<file path="config.mk">
export PLATFORM = sky130hd
export DESIGN_NAME = trace_stream_parser
export DESIGN_NICKNAME = d
export VERILOG_FILES = /design/src/rtl/trc_pkg.sv /design/src/rtl/trc_lane_asm.sv /design/src/rtl/trc_evt_hold.sv /design/src/rtl/trc_parse_fsm.sv /design/src/rtl/trace_stream_parser.sv
export SDC_FILE = /design/constraint.sdc
export NUM_CORES = 1
export LEC_CHECK = 0
export CAP_MARGIN = 25
export CORE_MARGIN = 3
export CORE_UTILIZATION = 48
export CTS_CLUSTER_DIAMETER = 150
export DETAILED_ROUTE_END_ITERATION = 8
export PLACE_DENSITY = 0.74
export SYNTH_ARGS = -nofsm -noshare
export SYNTH_HDL_FRONTEND = slang
export SYNTH_SLANG_ARGS = --single-unit
</file>
<file path="constraint.sdc">
create_clock -name clk -period 2.3 [get_ports clk]
set_input_delay 0.46 -clock clk [delete_from_list [all_inputs] [get_ports clk]]
set_output_delay 0.46 -clock clk [all_outputs]
set_load 0.05 [all_outputs]
</file>
<file path="src/rtl/trc_pkg.sv">
package trc_pkg;

   typedef enum logic [3:0] {
      K_REGWR  = 4'd0,
      K_PRIV   = 4'd1,
      K_PC     = 4'd2,
      K_EADDR  = 4'd3,
      K_STDATA = 4'd4,
      K_INS16  = 4'd5,
      K_INS32  = 4'd6,
      K_HRST   = 4'd7,
      K_SINIT  = 4'd8,
      K_MADDR  = 4'd9,
      K_MDATA  = 4'd10
   } trc_kind_e;

   typedef enum logic [3:0] {
      ST_OUT, ST_OPC, ST_RNUM, ST_RVAL, ST_SUB,
      ST_ASPAY, ST_INSTR, ST_MADDR, ST_MATTR, ST_MDATA
   } trc_state_e;

   localparam logic [7:0] B_OPEN  = 8'd1;
   localparam logic [7:0] B_CLOSE = 8'd2;
   localparam logic [7:0] B_REGW  = 8'd4;
   localparam logic [7:0] B_AUX   = 8'd7;
   localparam logic [7:0] B_MREQ  = 8'd8;
   localparam logic [7:0] B_HRST  = 8'd10;
   localparam logic [7:0] B_SINIT = 8'd11;
   localparam logic [7:0] B_INS16 = 8'd16;
   localparam logic [7:0] B_INS32 = 8'd17;

   localparam logic [7:0] SUB_PRIV  = 8'd1;
   localparam logic [7:0] SUB_EADDR = 8'd3;
   localparam logic [7:0] SUB_PC    = 8'd10;

endpackage

</file>
<file path="src/rtl/trc_lane_asm.sv">
// Little-endian field assembler: each accepted payload byte is written into
// the lane named by the byte counter; the final byte is bypassed to the
// output and the lanes clear for the next field.
module trc_lane_asm #(
   parameter int NLANE = 8,
   localparam int LW = $clog2(NLANE)
) (
   input  logic                 clk,
   input  logic                 rst,
   input  logic                 wr,
   input  logic                 last,
   input  logic [LW-1:0]        lane,
   input  logic [7:0]           din,
   output logic [8*NLANE-1:0]   merged
);

   if (NLANE < 2 || (NLANE & (NLANE - 1)) != 0) begin : g_bad_nlane
      $error("trc_lane_asm: NLANE must be a power of two, at least 2");
   end

   for (genvar g = 0; g < NLANE; g++) begin : g_lane
      logic [7:0] q;
      logic       hit;
      assign hit = wr && (lane == LW'(g));
      always_ff @(posedge clk) begin
         if (rst || (wr && last)) q <= '0;
         else if (hit)            q <= din;
      end
      assign merged[g*8 +: 8] = hit ? din : q;
   end

endmodule

</file>
<file path="src/rtl/trc_evt_hold.sv">
// One-deep output holding register with valid/ready handshake.
module trc_evt_hold
   import trc_pkg::*;
#(
   parameter int VW = 64,
   parameter int RW = 16
) (
   input  logic          clk,
   input  logic          rst,
   input  logic          load,
   input  trc_kind_e     kind_d,
   input  logic [RW-1:0] reg_d,
   input  logic [VW-1:0] val_d,
   input  logic          rdy,
   output logic          valid,
   output trc_kind_e     kind_q,
   output logic [RW-1:0] reg_q,
   output logic [VW-1:0] val_q
);

   if (VW < 8 || RW < 1) begin : g_bad_width
      $error("trc_evt_hold: widths out of range");
   end

   always_ff @(posedge clk) begin
      if (rst) begin
         valid  <= 1'b0;
         kind_q <= K_REGWR;
         reg_q  <= '0;
         val_q  <= '0;
      end else if (load) begin
         valid  <= 1'b1;
         kind_q <= kind_d;
         reg_q  <= reg_d;
         val_q  <= val_d;
      end else if (rdy) begin
         valid  <= 1'b0;
      end
   end


   load_free_chk: assert property (@(posedge clk) disable iff (rst)
      load |-> (!valid || rdy));


   hold_stable_chk: assert property (@(posedge clk) disable iff (rst)
      (valid && !rdy) |=> (valid && $stable(val_q) && $stable(reg_q) && $stable(kind_q)));

endmodule

</file>
<file path="src/rtl/trc_parse_fsm.sv">
// Item parser: tracks the position in the stream, sizes each payload field,
// and decides when an event is produced.
module trc_parse_fsm
   import trc_pkg::*;
#(
   parameter int XLEN = 64
) (
   input  logic        clk,
   input  logic        rst,
   input  logic        acc,
   input  logic [7:0]  din,
   input  logic [63:0] merged,
   output logic        asm_wr,
   output logic        asm_last,
   output logic [2:0]  asm_lane,
   output logic        ev_load,
   output trc_kind_e   ev_kind,
   output logic [15:0] ev_reg,
   output logic [63:0] ev_val,
   output logic        at_opc,
   output logic        grp_done,
   output logic        err
);

   logic [2:0] xb_m1;

   if (XLEN == 64) begin : g_x64
      assign xb_m1 = 3'd7;
   end else if (XLEN == 32) begin : g_x32
      assign xb_m1 = 3'd3;
   end else begin : g_xbad
      assign xb_m1 = 3'd0;
      $error("trc_parse_fsm: XLEN must be 32 or 64");
   end

   trc_state_e  state, nxt;
   logic [2:0]  cnt, need_m1, nxt_need;
   trc_kind_e   pay_kind, nxt_kind;
   logic [15:0] pay_reg, nxt_reg;
   logic        in_pay, last, load, zero_val, bad, close_hit;

   assign in_pay = state inside {ST_RNUM, ST_RVAL, ST_ASPAY, ST_INSTR, ST_MADDR, ST_MDATA};
   assign last   = (cnt == need_m1);

   always_comb begin
      nxt       = state;
      nxt_need  = need_m1;
      nxt_kind  = pay_kind;
      nxt_reg   = pay_reg;
      load      = 1'b0;
      zero_val  = 1'b0;
      bad       = 1'b0;
      close_hit = 1'b0;
      if (acc) begin
         case (state)
            ST_OUT: begin
               if (din == B_OPEN) nxt = ST_OPC;
               else               bad = 1'b1;
            end
            ST_OPC: begin
               case (din)
                  B_CLOSE: begin nxt = ST_OUT; close_hit = 1'b1; end
                  B_REGW:  begin nxt = ST_RNUM; nxt_need = 3'd1; end
                  B_AUX:   nxt = ST_SUB;
                  B_INS16: begin
                     nxt = ST_INSTR; nxt_need = 3'd1; nxt_kind = K_INS16; nxt_reg = '0;
                  end
                  B_INS32: begin
                     nxt = ST_INSTR; nxt_need = 3'd3; nxt_kind = K_INS32; nxt_reg = '0;
                  end
                  B_HRST: begin
                     load = 1'b1; zero_val = 1'b1; nxt_kind = K_HRST; nxt_reg = '0;
                  end
                  B_SINIT: begin
                     load = 1'b1; zero_val = 1'b1; nxt_kind = K_SINIT; nxt_reg = '0;
                  end
                  B_MREQ: begin
                     nxt = ST_MADDR; nxt_need = xb_m1; nxt_kind = K_MADDR; nxt_reg = '0;
                  end
                  default: begin bad = 1'b1; nxt = ST_OUT; end
               endcase
            end
            ST_RNUM: begin
               if (last) begin
                  nxt = ST_RVAL; nxt_need = xb_m1; nxt_kind = K_REGWR; nxt_reg = merged[15:0];
               end
            end
            ST_SUB: begin
               nxt     = ST_ASPAY;
               nxt_reg = '0;
               if (din == SUB_PRIV) begin
                  nxt_need = 3'd0;  nxt_kind = K_PRIV;
               end else if (din == SUB_PC) begin
                  nxt_need = xb_m1; nxt_kind = K_PC;
               end else if (din == SUB_EADDR) begin
                  nxt_need = xb_m1; nxt_kind = K_EADDR;
               end else if (din[7:2] == 6'd1) begin
                  nxt_need = 3'((4'd1 << din[1:0]) - 4'd1);
                  nxt_kind = K_STDATA;
                  nxt_reg  = {14'd0, din[1:0]};
               end else begin
                  bad = 1'b1; nxt = ST_OUT;
               end
            end
            ST_MADDR: begin
               if (last) begin load = 1'b1; nxt = ST_MATTR; end
            end
            ST_MATTR: begin
               nxt      = ST_MDATA;
               nxt_need = 3'((4'd1 << din[5:4]) - 4'd1);
               nxt_kind = K_MDATA;
               nxt_reg  = {8'd0, din};
            end
            ST_RVAL, ST_ASPAY, ST_INSTR, ST_MDATA: begin
               if (last) begin load = 1'b1; nxt = ST_OPC; end
            end
            default: nxt = ST_OUT;
         endcase
      end
   end

   always_ff @(posedge clk) begin
      if (rst) begin
         state    <= ST_OUT;
         cnt      <= '0;
         need_m1  <= '0;
         pay_kind <= K_REGWR;
         pay_reg  <= '0;
         grp_done <= 1'b0;
         err      <= 1'b0;
      end else begin
         state    <= nxt;
         need_m1  <= nxt_need;
         pay_kind <= nxt_kind;
         pay_reg  <= nxt_reg;
         grp_done <= close_hit;
         if (bad)    err <= 1'b1;
         if (asm_wr) cnt <= last ? 3'd0 : cnt + 3'd1;
      end
   end

   assign asm_wr   = acc && in_pay;
   assign asm_last = last;
   assign asm_lane = cnt;
   assign ev_load  = load;
   assign ev_kind  = nxt_kind;
   assign ev_reg   = nxt_reg;
   assign ev_val   = zero_val ? 64'd0 : merged;
   assign at_opc   = (state == ST_OPC);


   err_sticky_chk: assert property (@(posedge clk) disable iff (rst)
      err |=> err);


   done_pulse_chk: assert property (@(posedge clk) disable iff (rst)
      grp_done |=> !grp_done);


   done_outside_chk: assert property (@(posedge clk) disable iff (rst)
      grp_done |-> (state == ST_OUT));


   lane_bound_chk: assert property (@(posedge clk) disable iff (rst)
      in_pay |-> (cnt <= need_m1));


   rst_clean_chk: assert property (@(posedge clk) disable iff (rst)
      $past(rst) |-> (state == ST_OUT && !err && cnt == 3'd0));

endmodule

</file>
<file path="src/rtl/trace_stream_parser.sv">
module trace_stream_parser
   import trc_pkg::*;
#(
   parameter int XLEN = 64
) (
   input  logic        clk,
   input  logic        rst,
   input  logic        in_valid,
   input  logic [7:0]  in_data,
   output logic        in_ready,
   output logic        ev_valid,
   input  logic        ev_ready,
   output logic [3:0]  ev_kind,
   output logic [15:0] ev_regnum,
   output logic [63:0] ev_value,
   output logic        grp_done,
   output logic        err_flag
);

   localparam int VW    = 64;
   localparam int NLANE = VW / 8;
   localparam int LW    = $clog2(NLANE);

   if (LW != 3) begin : g_bad_lanes
      $error("trace_stream_parser: lane counter expects eight lanes");
   end

   logic            acc, asm_wr, asm_last, ev_load, at_opc;
   logic [LW-1:0]   asm_lane;
   logic [VW-1:0]   merged, ld_val;
   logic [15:0]     ld_reg;
   trc_kind_e       ld_kind, kind_q;

   assign in_ready = !ev_valid || ev_ready;
   assign acc      = in_valid && in_ready;

   trc_parse_fsm #(.XLEN(XLEN)) u_fsm (
      .clk      (clk),
      .rst      (rst),
      .acc      (acc),
      .din      (in_data),
      .merged   (merged),
      .asm_wr   (asm_wr),
      .asm_last (asm_last),
      .asm_lane (asm_lane),
      .ev_load  (ev_load),
      .ev_kind  (ld_kind),
      .ev_reg   (ld_reg),
      .ev_val   (ld_val),
      .at_opc   (at_opc),
      .grp_done (grp_done),
      .err      (err_flag)
   );

   trc_lane_asm #(.NLANE(NLANE)) u_asm (
      .clk    (clk),
      .rst    (rst),
      .wr     (asm_wr),
      .last   (asm_last),
      .lane   (asm_lane),
      .din    (in_data),
      .merged (merged)
   );

   trc_evt_hold #(.VW(VW), .RW(16)) u_hold (
      .clk    (clk),
      .rst    (rst),
      .load   (ev_load),
      .kind_d (ld_kind),
      .reg_d  (ld_reg),
      .val_d  (ld_val),
      .rdy    (ev_ready),
      .valid  (ev_valid),
      .kind_q (kind_q),
      .reg_q  (ev_regnum),
      .val_q  (ev_value)
   );

   assign ev_kind = kind_q;


   mark_evt_chk: assert property (@(posedge clk) disable iff (rst)
      (acc && at_opc && (in_data == B_HRST || in_data == B_SINIT))
      |=> (ev_valid && (ev_kind == 4'd7 || ev_kind == 4'd8) && ev_value == 64'd0));

endmodule

</file>
[Yosys cells after proc, flatten, opt, wreduce, memory -nomap -nowiden]
Index checks and enable logic that the tools add are counted.
Storage, ports and cells
  register bits after elaboration: 181
  input port bits: 12
  output and inout bits: 88
Cells by class
  add/sub/neg operators: 3
  equal/unequal tests: 35
  shift operators: 2
  muxes and demuxes: 60
  bitwise operators: 2
  reductions and logical operators: 29
Operator list (number)
  $mux W16: 6
  $mux W64: 1
  $mux W8: 8
  $pmux W16 S4: 1
  $mux W4: 13
  $pmux W4 S5: 2
  $pmux W4 S7: 1
  $eq A8 B4 Y1 const B: 3
  $mux W3: 7
  $eq A4 B3 Y1 const B: 4
  $eq A8 B2 Y1 const B: 2
  $eq A8 B3 Y1 const B: 2
  $eq A8 B5 Y1 const B: 2
  $pmux W4 S4: 1
  $mux W1: 15
  $eq A3 B3 Y1 const B: 4
  $pmux W3 S4: 1
  $logic_and A1 B1 Y1: 11
  $reduce_or A5 Y1: 2
  $pmux W3 S3: 1
  $eq A4 B2 Y1 const B: 2
  $eq A4 B4 Y1 const B: 2
  $eq A8 B1 Y1 const B: 1
  $ne A2 B1 Y1 const B: 4
  other kinds (28): 35

[Logic depth before layout (Yosys ltp)]
Gate-level depths: netlist of run 1.
  depth after elaboration: 9
  mapped depth: 10
  depth with buffers taken out: 6

[By module]
From an unflattened synthesis of run 1, not the netlist that was laid out.
Second synthesis, totals
  cell total of the unflattened synthesis: 835
  area, all modules: 8251.7 um^2
By module, submodules not included
  trc_evt_hold: instances 1, cells each 275, area each 3054.2 um^2
  trc_parse_fsm: instances 1, cells each 344, area each 2608.8 um^2
  trc_lane_asm: instances 1, cells each 214, area each 2566.2 um^2
  trace_stream_parser: instances 1, cells each 2, area each 22.5 um^2

[Worst setup path before layout of run 1]
No wires, ideal clock.
  kind: reg-to-reg
  start point: register u_hold.valid
  end point: register u_hold.val_q[36]
  arrival: 2.577 ns
  required time: 2.230 ns
  path slack: -0.348 ns
  cell stages (with the launch flop): 9
  path buffers: 2
  cell sequence: dfxtp_1 nand2b_1 and2_1 clkbuf_1 o211ai_1 nand2_1 nor2_1 buf_2 o2bb2ai_1
Between the ends
  cells in the longest elaborated chain, start to end: 7
Ends and longest elaborated chain
  start: declaration: line trc_evt_hold.sv:15  | output logic valid,
  start signal: assignment: line trc_evt_hold.sv:27  | valid <= 1'b0;
  start signal: assignment: line trc_evt_hold.sv:32  | valid <= 1'b1;
  start signal: assignment: line trc_evt_hold.sv:37  | valid <= 1'b0;
  $logic_not A1 Y1 *: line trace_stream_parser.sv:34  | assign in_ready = !ev_valid || ev_ready;
  $logic_or A1 B1 Y1 *: line trace_stream_parser.sv:34
  via in_ready: line trace_stream_parser.sv:10  | output logic in_ready,
  $logic_and A1 B1 Y1 *: line trace_stream_parser.sv:35  | assign acc = in_valid && in_ready;
  $logic_and A1 B1 Y1: line trc_parse_fsm.sv:142  | assign asm_wr = acc && in_pay;
  $logic_and A1 B1 Y1: line trc_lane_asm.sv:24  | assign hit = wr && (lane == LW'(g));
  $mux W8: line trc_lane_asm.sv:29  | assign merged[g*8 +: 8] = hit ? din : q;
  $mux W64: line trc_parse_fsm.sv:148  | assign ev_val = zero_val ? 64'd0 : merged;
  end signal: assignment: line trc_evt_hold.sv:35  | val_q <= val_d;
  end: declaration: line trc_evt_hold.sv:18  | output logic [VW-1:0] val_q
The timed path passes the listed nets; every way through them passes the cells marked *.
A chain may end at the register's enable or synchronous reset.

[Final worst setup path of run 1]
  start point: input in_data[2]
  end point: register u_hold.kind_q[2]
Between the ends
  cells in the longest elaborated chain, start to end: 7
Ends and longest elaborated chain
  start: declaration: line trace_stream_parser.sv:9  | input logic [7:0] in_data,
  $eq A6 B1 Y1: line trc_parse_fsm.sv:97  | end else if (din[7:2] == 6'd1) begin
  $mux W4: line trc_parse_fsm.sv:97
  $mux W4: line trc_parse_fsm.sv:95  | end else if (din == SUB_EADDR) begin
  $mux W4: line trc_parse_fsm.sv:93  | end else if (din == SUB_PC) begin
  $mux W4: line trc_parse_fsm.sv:91  | if (din == SUB_PRIV) begin
  $pmux W4 S4: line trc_parse_fsm.sv:55  | case (state)
  $mux W4: line trc_parse_fsm.sv:54  | if (acc) begin
  end signal: assignment: line trc_evt_hold.sv:33  | kind_q <= kind_d;
  end: declaration: line trc_evt_hold.sv:16  | output trc_kind_e kind_q,
Several ways; a longest one is shown, not always the timed one.

==> flow_metrics.py, run 1 <==
metrics = {
    "status": {
        "status": "finished clean",
    },
    "sta": {
        "fmax_mhz": 447,
        "rsz0062_at_grt": "true",
        "fin_ws_ps": 60.8,
        "skew_ps": 8.55,
        "min_period_over_period": 0.974,
        "relSlewSlack": 0.627,
        "hold_viol_final": 0,
        "slew_violations": 0,
        "min_period_ps": 2240,
        "setup_viol_count_final": 0,
        "worst_pin_slew_ps": 552,
    },
    "routing": {
        "drc": 0,
        "viasPerCell": 5.79,
        "drt-total-wl_um": 22100,
        "ant_nets": 0,
        "vias": 6511,
        "drt-initial-drc-count": 574,
        "drt_pass1_iterations": 5,
        "detail_route.wl_per_cell_um": 19.7,
    },
    "job": {
        "drv_cap": 0,
    },
    "grt": {
        "grt_pass1_vias": 6366,
        "grt_use_total": 0.266,
        "grt_pass1_wl_um": 34600,
        "overflow": 0,
        "grt_max_degree": 93,
        "antenna_found_initial": 0,
    },
    "pwr": {
        "combinationalPowerShare": 0.073,
        "leakagePower_nw": 3.90,
        "p_seq_frac": 0.489,
        "p_clk_frac": 0.437,
        "total_power_w": 0.00643,
        "power.density_nw_per_um2": 644,
        "ir_drop_v": 0.000638,
        "intPower_w": 0.00476,
        "sw_frac_of_total": 0.260,
        "p_sw_w": 0.00167,
    },
    "synthesis": {
        "yosysTopAreaCellShare": 0.497,
        "synthTopCellsByArea": "dfxtp_1, mux2i_1, nor2_1, a2bb2oi_1, o2bb2ai_1",
        "yosysSeqAreaShare": 0.497,
        "synth_common_cells": "dfxtp_1, nor2_1, mux2i_1, a2bb2oi_1, clkbuf_1",
        "async_reset_ff_frac": 0,
        "synth_cell_types": 61,
        "synth_nets": 780,
        "synth_edf_count": 0,
        "synth.most_common_cell": "dfxtp_1",
        "syn_area_sq_um": 7280,
        "syn-mean-instance-area_sq_um": 9.56,
        "synth_warnings": 0,
        "yosys_register_bits": 181,
        "synth_flop_cell": "dfxtp_1",
        "synthCells": 762,
        "yosysTopAreaCell": "dfxtp_1",
    },
    "worst_setup_path": {
        "crit-reg2reg-launch": "u_fsm.state[1]$_SDFFE_PP0P_",
        "cp.required_ps": 2630,
        "rr_worst_depth": 7,
        "critPathKind": "input pin to register",
        "end_kind": "register",
        "cp_data_arrival_time_ps": 2570,
        "r2r-end": "u_fsm.pay_reg[7]$_SDFF_PP0_",
        "worst-r2r-setup-slack_ps": 80,
        "start_kind": "input pin",
        "worst-path-max-fanout": 47,
    },
    "placement": {
        "place_area_sq_um": 9220,
        "place.gp.congestion": 0.948,
        "hpwl_um": 14700,
        "pre_cts_slack_ps": -498,
        "io_buffers": 99,
    },
    "cells_and_area": {
        "fin_area_sq_um": 9990,
        "flow.area_growth_from_synthesis_pct": 37.1,
        "num_antenna_cells": 0,
        "final_layout_size_suffix_gt1_frac": 0.202,
        "top_regs": "u_asm.g_lane.q: 64 flops, u_hold.val_q: 64 flops",
        "final_nets": 945,
    },
    "cts": {
        "cts_tree": "done",
        "clock_path_buffers": 2,
        "cts_root_buf": "clkbuf_16",
        "path_clk_slew_ps": 60,
        "cts_hold_buf": 0,
        "cts_buffers": 17,
        "cts.htree.levels": 4,
        "clock_sinks": 181,
        "clock_latency_ps": 430,
    },
    "floorplanning": {
        "core-area_sq_um": 14700,
        "die_h_um": 129,
        "rows": 44,
        "die_area_sq_um": 16700,
        "initial_core_util": 0.496,
        "io_pins": 100,
        "die_x_um": 129,
    },
    "min_path": {
        "hold_depth": 2,
        "hold_path_end": "u_hold.reg_q[0]$_SDFFE_PP0P_",
        "worstHoldPathType": "register to register",
        "hp-start": "u_hold.reg_q[0]$_SDFFE_PP0P_",
    },
}
routing by layer:
layer	part of all wire	wire length [um]	vias up	global-route usage
li1	-	-	3053	-
met2	0.47	10400	226	0.416
met3	0.064	1430	32	0.0474
met1	0.45	9990	3200	0.378
met4	0.016	356	0	0.0797
met5	0	0	-	0
kinds of logic after synthesis:
| kind of cell | Yosys count | share of synthesized area |
|---|---|---|
| compound gates | 179 | 0.190 |
| fa+ha+maj | 6 | 0.0103 |
| simple gates | 252 | 0.159 |
| mux | 66 | 0.0907 |
| xor+xnor | 7 | 0.00842 |
| flops | 181 | 0.497 |
| buf+inv | 71 | 0.0433 |
critical path: stages:
cell and delay (ps):
clkdlybuf4s50_1 450, buf_4 170, buf_4 130, nand2b_4 160
nor4_4 360, nand2_1 130, and2_1 210, buf_12 180
o311ai_1 290
cell type report:
| cell class | instances | area (sq um) |
|---|---|---|
| clock buffer | 18 | 429 |
| clock inverter | 14 | 135 |
| fill | 1140 | 4710 |
| inverter | 8 | 30.0 |
| multi-input combinational | 510 | 3520 |
| sequential | 181 | 3630 |
| tap | 184 | 230 |
| timing repair buffer | 209 | 2010 |
through the flow:
step            util  cells  hold WS, ps  setup TNS, ps
6_report       0.679   1124          453              0
5_1_grt        0.679   1124          473          -61.2
4_1_cts        0.670   1123          456              0
3_5_place_dp   0.628   1090          446         -49840
3_3_place_gp   0.628   1090          440         -49050
2_1_floorplan      -    762          441              0
power by group through the flow:
stage / sequential (W) / clock, W / combinational, W
CTS: 0.00315 / 0.00285 / 0.000453
global placement: 0.00322 / 0 / 0.000452
finish: 0.00315 / 0.00281 / 0.000471
detailed placement: 0.00322 / 0 / 0.000448
floorplan: 0.00323 / 0 / 0.000235
global route: 0.00315 / 0.00297 / 0.000498
layout by cell type (no fill, tap or decap), drive strengths merged, types with 3 or more instances in the layout:
| cell | n |
|---|---|
| o211a | 3 |
| a2bb2oi | 50 |
| o2bb2ai | 24 |
| dfxtp | 181 |
| and2 | 3 |
| clkbuf | 18 |
| inv | 14 |
| nor3 | 17 |
| a311oi | 3 |
| a31oi | 5 |
| clkdlybuf4s50 | 92 |
| clkinv | 7 |
| ha | 6 |
| nor2 | 156 |
| o21a | 5 |
| nor4 | 6 |
| nand2b | 7 |
| and4 | 3 |
| a211oi | 19 |
| buf | 112 |
| a21oi | 27 |
| or2 | 3 |
| o31ai | 3 |
| o21ai | 14 |
| o211ai | 3 |
| a22oi | 6 |
| nand3 | 15 |
| mux2i | 66 |
| dlygate4sd2 | 5 |
| nand2 | 24 |
| xnor2 | 6 |
| nor2b | 5 |
worst max-delay path by stage:
stage	start	endpoint	slack [ps]	cells past startpoint
finish	in_data[2]	u_hold.kind_q[2]$_SDFFE_PP0P_	60	9
global route	u_fsm.state[1]$_SDFFE_PP0P_	u_hold.reg_q[9]$_SDFFE_PP0P_	-30	8
CTS	in_data[2]	u_hold.reg_q[11]$_SDFFE_PP0P_	7	8
detailed placement	in_data[4]	u_hold.reg_q[11]$_SDFFE_PP0P_	-500	9
global placement	in_data[4]	u_fsm.err$_SDFFE_PP0P_	-510	8
floorplan	in_data[7]	u_fsm.pay_reg[7]$_SDFF_PP0_	30	9
repair_timing:
item | 4_1_cts | 5_1_grt
pin swaps | 2 | 3
resized for setup | 15 | 28
gates cloned | 1 | 0
buffers inserted | 0 | 1
setup endpoints to repair | 35 | 73
Power figures use the tool's default switching activity.
==> run 2: changes to the inputs <==
Settings changed: SETUP_SLACK_MARGIN set to 0.4.
==> flow_metrics.py, run 2 (same netlist as run 1, synthesis figures left out) <==
metrics = {
    "status": {
        "status": "finished with violations",
        "violations": "negative setup slack",
    },
    "pwr": {
        "leakagePower_nw": 5.93,
        "ir_drop_v": 0.000567,
        "total_power_w": 0.00686,
        "power.density_nw_per_um2": 566,
    },
    "worst_setup_path": {
        "start_kind": "register",
        "crit_family": "simple AND/OR/NAND/NOR gates",
        "worst-r2r-setup-slack_ps": -30,
        "cp-endpoint": "u_fsm.pay_reg[7]$_SDFF_PP0_",
        "cp_data_arrival_time_ps": 2640,
        "rr_worst_depth": 8,
        "slowest_delay_ps": 370,
        "critPathKind": "register to register",
        "critical_path.slowest_cell": "dfxtp_4",
        "crit_buf_inv": 2,
        "crit-reg2reg-launch": "u_fsm.state[3]$_SDFFE_PP0P_",
        "worst-path-max-fanout": 8,
        "cp-startpoint": "u_fsm.state[3]$_SDFFE_PP0P_",
        "r2r-end": "u_fsm.pay_reg[7]$_SDFF_PP0_",
        "cp.required_ps": 2610,
        "end_kind": "register",
        "path_cells": "buf_6 -> nor4b_4 -> nand4_1 -> a31o_4 -> or2_4 -> buf_16 -> a221oi_2 -> nor2_1",
        "worst-path-stages": 8,
    },
    "sta": {
        "hold_viol_final": 0,
        "fmax_mhz": 428,
        "slew_violations": 0,
        "skew_ps": 12.0,
        "fin_ws_ps": -34.3,
        "min_period_over_period": 1.01,
        "worst_pin_slew_ps": 563,
        "rsz0062_at_grt": "true",
        "relSlewSlack": 0.624,
        "setup_viol_count_final": 4,
        "min_period_ps": 2330,
        "whs_ps": 428,
    },
    "routing": {
        "drc": 0,
        "ant_nets": 0,
        "drt-initial-drc-count": 855,
        "detail_route.wl_per_cell_um": 27.1,
        "vias": 7615,
        "viasPerCell": 6.50,
        "drt-total-wl_um": 31800,
        "drt_pass1_iterations": 6,
    },
    "cts": {
        "cts_root_buf": "clkbuf_16",
        "cts_tree": "done",
        "cts_buffers": 17,
        "clock_latency_ps": 440,
        "path_clk_slew_ps": 70,
        "cts.htree.levels": 4,
        "clock_path_buffers": 2,
        "cts_hold_buf": 0,
        "clock_sinks": 181,
    },
    "cells_and_area": {
        "final_nets": 993,
        "num_antenna_cells": 0,
        "top_regs": "u_asm.g_lane.q: 64 flops, u_hold.val_q: 64 flops",
        "final_cell_mix": "dfxtp_1, nor2_1, buf_4",
        "fill_cells": 676,
        "flow.area_growth_from_synthesis_pct": 66.5,
        "mostFrequentLayoutCell": "dfxtp_1",
        "final_layout_size_suffix_gt1_frac": 0.404,
        "fin_area_sq_um": 12100,
        "final_cells": 1172,
    },
    "job": {
        "drv_cap": 0,
    },
    "floorplanning": {
        "die_x_um": 129,
        "rows": 44,
        "core-area_sq_um": 14700,
        "die_area_sq_um": 16700,
        "io_pins": 100,
        "initial_core_util": 0.496,
        "die_h_um": 129,
    },
    "placement": {
        "hpwl_um": 15100,
        "pre_cts_slack_ps": -587,
        "io_buffers": 99,
        "dpl.cell_count": 1094,
        "place_area_sq_um": 9540,
        "place.gp.congestion": 0.936,
    },
    "grt": {
        "grt_pass1_vias": 6904,
        "antenna_found_initial": 1,
        "grt_max_degree": 88,
        "grt_pass1_wl_um": 36900,
        "overflow": 0,
        "grt_use_total": 0.285,
    },
    "min_path": {
        "worstHoldPathType": "input pin to register",
    },
}
-- run 2: changes by cell type in the layout (fill, tap and decap cells not counted), sizes merged, moves of 3 or more --
cell           delta
buf              +44
dlygate4sd2       -3
clkbuf            +6
nor2              +3
dlymetal6s2s     +88
clkdlybuf4s50    -91
-- run 2: metal layers --
layer | track usage | wire, um | up-vias
met1 | 0.342 | 11300 | 3673
met5 | 0 | 8 | -
met3 | 0.0585 | 2710 | 192
met2 | 0.495 | 15500 | 586
met4 | 0.125 | 2280 | 2
li1 | - | - | 3162
-- run 2: area by class of cell --
type                    count  area, sq um  area share
flip-flops and latches    181         3640       0.300
clock inverters            14          166      0.0137
well taps                 184          230      0.0190
clock buffers              18          439      0.0362
multi-input cells         513         4810       0.396
inverters                   8         30.0     0.00248
repair buffers            254         2820       0.232
-- run 2: power by group --
part           internal [W]  total (W)  switching [W]  leakage, nW
Combinational      0.000269   0.000673       0.000405         4.17
Clock               0.00166    0.00304        0.00137        0.293
Sequential          0.00314    0.00315      0.0000147         1.46
Total               0.00507    0.00686        0.00179         5.93
-- run 2: worst min path at each step --
stage / startpoint / to / slack [ps] / cells after the start
finish: rst / u_fsm.state[0]$_SDFFE_PP0P_ / 430 / 2
global route: rst / u_fsm.state[0]$_SDFFE_PP0P_ / 460 / 2
CTS: rst / u_fsm.state[0]$_SDFFE_PP0P_ / 390 / 2
detailed placement: u_hold.val_q[39]$_SDFFE_PP0P_ / u_hold.val_q[39]$_SDFFE_PP0P_ / 450 / 1
global placement: u_hold.val_q[43]$_SDFFE_PP0P_ / u_hold.val_q[43]$_SDFFE_PP0P_ / 450 / 1
floorplan: u_fsm.pay_reg[2]$_SDFF_PP0_ / u_fsm.pay_reg[2]$_SDFF_PP0_ / 440 / 2
-- run 2: timing repair --
item	4_1_cts	5_1_grt
pin swaps	17	42
setup buffers	13	22
resized for setup	118	244
setup endpoints to repair	266	268
cloned	4	7
-- run 2: through the flow --
stage | TNS, ps | util
floorplan | 0 | -
global placement | -48760 | 0.649
detailed placement | -50710 | 0.649
CTS | 0 | 0.731
global route | -502 | 0.825
finish | -60.5 | 0.825
==> run 3: changes to the inputs <==
Settings changed: CORE_MARGIN 3 to unset, SKIP_LAST_GASP set to 1, SLEW_MARGIN set to 20.
==> flow_metrics.py, run 3 (same netlist as run 1, synthesis figures left out) <==
metrics = {
    "status": {
        "status": "finished clean",
    },
    "pwr": {
        "power.density_nw_per_um2": 587,
        "p_clk_frac": 0.435,
        "intPower_w": 0.00498,
        "combinationalPowerShare": 0.096,
        "ir_drop_v": 0.000539,
        "leakagePower_nw": 4.57,
        "p_sw_w": 0.00173,
        "p_seq_frac": 0.470,
        "sw_frac_of_total": 0.258,
    },
    "placement": {
        "hpwl_um": 15000,
        "io_buffers": 99,
        "dpl.cell_count": 1092,
        "place.gp.congestion": 0.918,
        "place_area_sq_um": 9560,
    },
    "sta": {
        "setup-tns-final_ps": 0,
        "slew_violations": 0,
        "skew_ps": 11.5,
        "fmax_mhz": 441,
        "hold_viol_final": 0,
        "rsz0062_at_grt": "true",
        "min_period_over_period": 0.985,
        "min_period_ps": 2270,
        "worst_pin_slew_ps": 584,
        "relSlewSlack": 0.611,
        "setup_viol_count_final": 0,
    },
    "job": {
        "drv_cap": 0,
    },
    "routing": {
        "viasPerCell": 6.06,
        "drt_pass1_iterations": 7,
        "drt-total-wl_um": 27100,
        "wl_met3_um": 1490,
        "detail_route.wl_per_cell_um": 23.1,
        "dr.max_layer_used": "met4",
        "wl_met2_um": 13600,
        "vias": 7100,
        "drc": 0,
        "ant_nets": 0,
        "drt-initial-drc-count": 584,
        "met1_length_um": 11100,
    },
    "cts": {
        "clock_path_buffers": 2,
        "path_clk_slew_ps": 70,
        "cts_hold_buf": 0,
        "clock_sinks": 181,
        "cts_buffers": 17,
        "cts_root_buf": "clkbuf_16",
        "clock_latency_ps": 440,
        "cts_tree": "done",
        "cts.htree.levels": 4,
    },
    "worst_setup_path": {
        "worst-r2r-setup-slack_ps": 30,
        "worst-path-max-fanout": 11,
        "cp_data_arrival_time_ps": 2550,
        "critical_path.slowest_cell": "or4b_4",
        "slowest_delay_ps": 540,
        "end_kind": "register",
        "start_kind": "register",
        "path_cells": "or4b_4 -> buf_8 -> nor4_4 -> nand2_2 -> and2_4 -> buf_12 -> a2bb2oi_2 -> nor2_1",
        "cp.required_ps": 2590,
        "critPathKind": "register to register",
    },
    "cells_and_area": {
        "final_nets": 993,
        "fin_area_sq_um": 11400,
        "seqCellArea_sq_um": 3630,
        "final_cell_mix": "dfxtp_1, nor2_1, buf_4",
        "flow.area_growth_from_synthesis_pct": 56.8,
        "top_regs": "u_asm.g_lane.q: 64 flops, u_hold.val_q: 64 flops",
        "final_layout_size_suffix_gt1_frac": 0.359,
        "num_antenna_cells": 0,
        "multi_input_area_sq_um": 4330,
        "final_cells": 1172,
        "mostFrequentLayoutCell": "dfxtp_1",
        "fill_cells": 890,
        "fin_util": 0.780,
    },
    "floorplanning": {
        "rows": 44,
        "die_area_sq_um": 15700,
        "die_x_um": 125,
        "initial_core_util": 0.497,
        "die_h_um": 125,
        "io_pins": 100,
        "core-area_sq_um": 14600,
    },
    "grt": {
        "grt_pass1_wl_um": 38600,
        "grt_pass1_vias": 6920,
        "overflow": 0,
        "antenna_found_initial": 0,
        "grt_max_degree": 55,
        "grt_use_total": 0.319,
    },
    "min_path": {
        "worstHoldPathType": "register to register",
    },
}
[run 3: final cells by class]
cell class,instances,area share
Tap cell,184,0.0202
Sequential cell,181,0.318
Timing Repair Buffer,255,0.229
Inverter,8,0.00263
Clock inverter,13,0.0120
Clock buffer,19,0.0388
Multi-Input combinational cell,512,0.379
[run 3: path summary, 6_finish.rpt]
kind	end	start	depth (start not counted)
max	u_hold.val_q[63]$_SDFFE_PP0P_	u_fsm.state[2]$_SDFFE_PP0P_	8
max reg2reg	u_hold.val_q[63]$_SDFFE_PP0P_	u_fsm.state[2]$_SDFFE_PP0P_	8
min reg2reg	u_hold.reg_q[1]$_SDFFE_PP0P_	u_hold.reg_q[1]$_SDFFE_PP0P_	2
min	u_hold.reg_q[1]$_SDFFE_PP0P_	u_hold.reg_q[1]$_SDFFE_PP0P_	2
[run 3: repair_timing]
| action | in CTS | in global routing |
|---|---|---|
| pin swaps | 30 | 16 |
| setup buffers | 28 | 6 |
| gates resized for setup | 165 | 54 |
| setup endpoints to repair | 267 | 225 |
| cloned | 8 | 6 |
[run 3: per-layer routing]
layer | track usage | up-vias
met1 | 0.390 | 3536
met5 | 0 | -
li1 | - | 3157
met2 | 0.562 | 335
met3 | 0.0573 | 72
met4 | 0.113 | 0
[run 3: per-stage QoR]
stage | hold WS, ps | worst slack [ps] | total power (W)
finish | 453 | 34.6 | 0.00671
global route | 478 | -17.2 | 0.00687
CTS | 457 | 142 | 0.00664
detailed placement | 447 | -576 | 0.00368
global placement | 444 | -514 | 0.00368
floorplan | 441 | 56.2 | 0.00347
[run 3: power groups by stage]
stage	Combinational [W]	Clock, W	Sequential, W
floorplan	0.000241	0	0.00323
global route	0.000668	0.00305	0.00315
detailed placement	0.000461	0	0.00322
finish	0.000642	0.00292	0.00315
global placement	0.000463	0	0.00322
CTS	0.000582	0.00291	0.00315
[run 3: critical path, delay by kind of cell, from the launching register on]
family | cells | cell delay (ps)
AOI/OAI and AO/OA | 1 | 150
buffers and inverters | 2 | 320
DFF | 1 | 380
and+or+nand+nor | 5 | 1260
